`src/rtl/sync_pkg.sv`:
```
package sync_pkg;
    typedef enum logic {
        POL_LOW  = 1'b0,
        POL_HIGH = 1'b1
    } pol_e;

    typedef enum logic {
        FLD_EVEN = 1'b0,
        FLD_ODD  = 1'b1
    } field_e;

    localparam int HCW_DEF = 12;
    localparam int VCW_DEF = 11;
endpackage

```
`src/rtl/sync_meter.sv`:
```
module sync_meter
    import sync_pkg::*;
#(
    parameter int W = 12
) (
    input  logic         clk,
    input  logic         rst,
    input  logic         sig_in,
    input  logic         tick,
    input  logic [W-1:0] tol,
    output logic         norm,
    output logic         pol,
    output logic         lead,
    output logic         edge_o,
    output logic         evt,
    output logic         timeout,
    output logic [W-1:0] width,
    output logic [W-1:0] period
);
    localparam logic [W-1:0] CMAX = {W{1'b1}};
    localparam logic [W-1:0] ONE  = {{(W-1){1'b0}}, 1'b1};

    logic         sig_q, sig_d;
    logic [W-1:0] cnt, hi_len, lo_len, per_q;
    logic         hi_ok, lo_ok, per_ok, evt_q;
    logic         rise, fall;
    pol_e         pol_s;
    logic [W-1:0] act_len, per_new, diff, tick_w;
    logic [W:0]   sum;

    always_comb begin
        rise    = sig_q & ~sig_d;
        fall    = ~sig_q & sig_d;
        pol_s   = (hi_ok && lo_ok) ? ((hi_len <= lo_len) ? POL_HIGH : POL_LOW) : POL_HIGH;
        act_len = (pol_s == POL_HIGH) ? hi_len : lo_len;
        sum     = {1'b0, act_len} + {1'b0, cnt};
        per_new = sum[W] ? CMAX : sum[W-1:0];
        diff    = (per_new >= per_q) ? (per_new - per_q) : (per_q - per_new);
        tick_w  = tick ? ONE : '0;
    end

    always_ff @(posedge clk) begin
        if (rst) begin
            sig_q  <= 1'b0;
            sig_d  <= 1'b0;
            cnt    <= '0;
            hi_len <= '0;
            lo_len <= '0;
            per_q  <= '0;
            hi_ok  <= 1'b0;
            lo_ok  <= 1'b0;
            per_ok <= 1'b0;
            evt_q  <= 1'b0;
        end else begin
            sig_q <= sig_in;
            sig_d <= sig_q;
            if (rise) begin
                lo_len <= cnt;
                lo_ok  <= 1'b1;
            end
            if (fall) begin
                hi_len <= cnt;
                hi_ok  <= 1'b1;
            end
            if (rise || fall)
                cnt <= tick_w;
            else if (cnt != CMAX)
                cnt <= cnt + tick_w;
            if (lead && hi_ok && lo_ok) begin
                per_q  <= per_new;
                per_ok <= 1'b1;
                evt_q  <= per_ok && (diff > tol);
            end else begin
                evt_q  <= 1'b0;
            end
        end
    end

    assign pol     = (pol_s == POL_HIGH);
    assign lead    = pol ? rise : fall;
    assign edge_o  = rise | fall;
    assign norm    = pol ? sig_q : ~sig_q;
    assign width   = act_len;
    assign period  = per_q;
    assign evt     = evt_q;
    assign timeout = (cnt == CMAX);
endmodule

```
`src/rtl/field_tracker.sv`:
```
module field_tracker
    import sync_pkg::*;
#(
    parameter int W = 12
) (
    input  logic         clk,
    input  logic         rst,
    input  logic         h_lead,
    input  logic         v_lead,
    input  logic [W-1:0] h_period,
    output logic         field_odd
);
    localparam logic [W-1:0] PMAX = {W{1'b1}};

    logic [W-1:0] pos, since_h, half;
    field_e       fld;

    always_comb begin
        if (h_lead)
            since_h = '0;
        else if (pos == PMAX)
            since_h = PMAX;
        else
            since_h = pos + 1'b1;
        half = h_period >> 1;
    end

    always_ff @(posedge clk) begin
        if (rst) begin
            pos <= '0;
            fld <= FLD_EVEN;
        end else begin
            if (h_lead)
                pos <= '0;
            else if (pos != PMAX)
                pos <= pos + 1'b1;
            if (v_lead)
                fld <= (since_h < half) ? FLD_ODD : FLD_EVEN;
        end
    end

    assign field_odd = (fld == FLD_ODD);
endmodule

```
`src/rtl/sync_analyzer.sv`:
```
module sync_analyzer
    import sync_pkg::*;
#(
    parameter int HCW = HCW_DEF,
    parameter int VCW = VCW_DEF
) (
    input  logic           clk,
    input  logic           rst,
    input  logic           hs_in,
    input  logic           vs_in,
    input  logic [HCW-1:0] h_tol,
    input  logic [VCW-1:0] v_tol,
    output logic           hs_norm,
    output logic           vs_norm,
    output logic           hs_pol,
    output logic           vs_pol,
    output logic           field_odd,
    output logic [HCW-1:0] h_width,
    output logic [HCW-1:0] h_period,
    output logic [VCW-1:0] v_width,
    output logic [VCW-1:0] v_period,
    output logic           h_timeout,
    output logic           v_timeout,
    output logic           irq
);
    logic h_lead, v_lead, h_edge, v_edge, h_evt, v_evt;
    logic h_to_q, v_to_q, irq_q;

    sync_meter #(.W(HCW)) u_h (
        .clk(clk), .rst(rst), .sig_in(hs_in), .tick(1'b1), .tol(h_tol),
        .norm(hs_norm), .pol(hs_pol), .lead(h_lead), .edge_o(h_edge),
        .evt(h_evt), .timeout(h_timeout), .width(h_width), .period(h_period)
    );

    sync_meter #(.W(VCW)) u_v (
        .clk(clk), .rst(rst), .sig_in(vs_in), .tick(h_lead), .tol(v_tol),
        .norm(vs_norm), .pol(vs_pol), .lead(v_lead), .edge_o(v_edge),
        .evt(v_evt), .timeout(v_timeout), .width(v_width), .period(v_period)
    );

    field_tracker #(.W(HCW)) u_f (
        .clk(clk), .rst(rst), .h_lead(h_lead), .v_lead(v_lead),
        .h_period(h_period), .field_odd(field_odd)
    );

    always_ff @(posedge clk) begin
        if (rst) begin
            h_to_q <= 1'b0;
            v_to_q <= 1'b0;
            irq_q  <= 1'b0;
        end else begin
            h_to_q <= h_timeout;
            v_to_q <= v_timeout;
            irq_q  <= h_evt | v_evt | (h_timeout & ~h_to_q) | (v_timeout & ~v_to_q);
        end
    end

    assign irq = irq_q;
endmodule

```
`config.mk`:
```
export PLATFORM = sky130hd
export DESIGN_NAME = sync_analyzer
export DESIGN_NICKNAME = d
export VERILOG_FILES = /design/src/rtl/sync_pkg.sv /design/src/rtl/sync_meter.sv /design/src/rtl/field_tracker.sv /design/src/rtl/sync_analyzer.sv
export SDC_FILE = /design/constraint.sdc
export NUM_CORES = 1
export LEC_CHECK = 0
export BUFFER_PORTS_ARGS = -buffer_cell sky130_fd_sc_hd__buf_2
export CAP_MARGIN = 15
export CORE_UTILIZATION = 58
export DETAILED_ROUTE_END_ITERATION = 8
export GPL_TIMING_DRIVEN = 0
export PLACE_DENSITY = 0.74
export SLEW_MARGIN = 20
export SYNTH_ARGS = -nofsm -noshare
export SYNTH_HDL_FRONTEND = slang
export SYNTH_HIERARCHICAL = 1
export SYNTH_SLANG_ARGS = --single-unit
```
`constraint.sdc`:
```
create_clock -name clk -period 16.13 [get_ports clk]
set_clock_uncertainty 0.15 [all_clocks]
set_input_delay 4.839 -clock clk [delete_from_list [all_inputs] [get_ports clk]]
set_output_delay 4.839 -clock clk [all_outputs]
set_load 0.01 [all_outputs]
```
==> run summary <==
WP data required: 11.14 ns
DP Wirelength: 18.3 mm
Worst EP arrival: 2.94 ns
CTS tree: yes
Initial Util: 59.2%
hold endpoint: u_h/hi_ok$_SDFFE_PP0P_
terminus of the critical flop-to-flop path: u_h/evt$_SDFF_PP0_
Critical Path Slowest Stage Cell: o21ai_0
GRT overflow: 0
M2 GR Usage: 49.7%
hold depth: 2
Max Cap Viol: 0
Post-CTS Setup Bufs: 0
Multi-input gate area: 6620 um^2
CTS Buffer Depth: 2
PwrDens: 71.2 nW/um^2
DP Area: 10,500 um^2
worst min-delay path class: register to register
Fin. Hold Viols: 0
Filler cells: 1,400
yosys warns: 6
Syn Area/Cell: 8.24 um^2
first-pass GRT wire length: 39.2 mm
R2R setup slack: 8.64 ns
Fmax: 0.126 GHz
worst vdd ir: 0.0849 mV
TritonCTS Sinks: 120
DR WL/cell: 15.4 um
fin crit period: 7.93 ns
Setup violations, final: 0
Tcrit/Tclk final: 49.2%
busiest grt layer: met2
Detail Route Antenna Nets: 0
slew at the pin with the worst max-slew slack: 0.837 ns
Total GRT Usage: 27.8%
failing checks: DRC
Slew Viols, Final: 0
Hold WS: 0.322 ns
Root Driver: clkbuf_16
htree depth: 4
Final Cell Area: 11,100 um^2
Worst Path Max Fanout: 10
IO buf count: 80
WL final: 23.4 mm
CP cell instances: inv_1 > ha_1 > a21oi_1 > o21a_1 > a21oi_2 > o41ai_4 > or2_2 > buf_2 > buf_2 > o21ai_0 > buf_2
final setup TNS: 0 ns
DRC violations left: 2
initial antenna violation count: 0
Worst slew margin: 44.2%
register area: 2400 um^2
RSZ-0062 raised after global routing: false
via/cell ratio: 5.64
hold buffer count at CTS: 0
Post-Synthesis Cells: 1,187
ant diodes: 0
Placer Congestion: 0.912
pin count of the biggest net entering global routing: 17
source of the worst hold timing path: u_h/hi_ok$_SDFFE_PP0P_
1st-pass router iterations: 6
Leakage: 0.00499 uW
num rows: 47
CTS resizes: 0
Critical Path Source Type: register
Clock Pin Slew Worst Setup and Hold Paths: 0.05 ns
layout cells sized above 1: 15.9%
area grow syn2layout: 13.4%
DRT iter0 DRCs: 371
FF-to-FF Start: u_h/lo_len[7]$_SDFFE_PP0P_
Worst Reg-to-Reg Cells: 35
GR Layer Usage met3: 5.19%
die footprint: 17,400 um^2
Core Area: 16,500 um^2
vias in the first global route: 8,375
Setup CP Type: register to output pin
Final #Nets: 1,453
Largest stage delay, worst path: 0.41 ns
Worst setup EP type: output pin
CTS Buf Count: 17
Die X: 132 um
Finished Layout Cells: 1,520
clk_lat worst skew: 0.42 ns
utilization after layout: 67.1%
synthesized area: 9780 um^2
CP dominant cell by count: buf_2
outcome: complete, but fails checks
placed cell count: 1,488
# IOs: 81
routed via count: 8,567
Die Y: 132 um
GR Util met1: 31.8%
cell usage in the layout, fill, tap and decap left out, types with 10 or more instances in the layout:
cell type and count:
dfxtp_1 120, ha_1 133, buf_2 92, inv_1 130, nand2b_1 15, nand3_1 19, mux2i_1 56, o21ai_0 47
mux2_2 14, nor2_1 147, a211oi_1 10, a21oi_1 95, nand4_1 23, a211oi_2 19, clkbuf_1 25, nand2_1 65
clkbuf_16 17, xnor2_1 23, nor3_1 14, o21a_1 13, a21o_1 18, xor2_1 29, nor2b_1 18
registers in the layout, summed over array words and instances, names as in the netlist, 11 cells and up:
name	flops
u_f/pos	12
u_h/cnt	12
u_h/hi_len	12
u_h/lo_len	12
u_h/period	12
u_v/cnt	11
u_v/hi_len	11
u_v/lo_len	11
u_v/period	11
worst max path at each step:
stage,start,endpoint,slack (ns),cells after the start
global route,u_v/lo_len[8]$_SDFFE_PP0P_,v_width[5],8.01,11
global placement,u_v/lo_len[8]$_SDFFE_PP0P_,v_width[5],8.68,11
floorplan,u_v/lo_len[8]$_SDFFE_PP0P_,v_width[10],9.05,10
CTS,u_v/lo_len[8]$_SDFFE_PP0P_,v_width[4],8.19,11
finish,u_v/lo_len[8]$_SDFFE_PP0P_,v_width[5],8.20,11
detailed placement,u_v/lo_len[8]$_SDFFE_PP0P_,v_width[4],8.66,11
where the power goes:
part | leakage [uW] | switching [uW] | internal, uW | total, uW
logic | 0.00372 | 48.0 | 36.9 | 84.9
registers | 0.000969 | 4.05 | 300 | 304
clock network | 0.000296 | 138 | 262 | 400
total | 0.00499 | 190 | 599 | 789
critical path, delay by kind of cell, from the launching register on:
family	cells	cell delay [ns]
buffers and inverters	4	0.65
adder cells (fa/ha/maj)	1	0.29
flip-flops	1	0.33
AO/OA/AOI/OAI	5	0.99
AND/OR/NAND/NOR	1	0.28
layout make-up:
class / instances / area share (%)
multi-input combinational: 886 / 59.7
timing repair buffer: 80 / 3.61
sequential: 120 / 21.7
inverter: 131 / 4.44
buffer: 51 / 2.43
clock inverter: 12 / 1.58
tap: 220 / 2.48
clock buffer: 20 / 4.03
stage by stage:
| step | worst slack (ns) | total power (uW) |
|---|---|---|
| floorplan | 9.05 | 372 |
| global placement | 8.68 | 393 |
| detailed placement | 8.66 | 395 |
| CTS | 8.19 | 794 |
| global route | 8.01 | 820 |
| finish | 8.20 | 789 |
per-layer routing:
layer  wire, um  vias up  share of wire (%)
met3        917       51                3.9
li1           -     4330                  -
met1       9980     4009                 43
met4        769        0                3.3
met2      11700      177                 50
met5          0        -                  0
(Power assumes the default switching activity.)
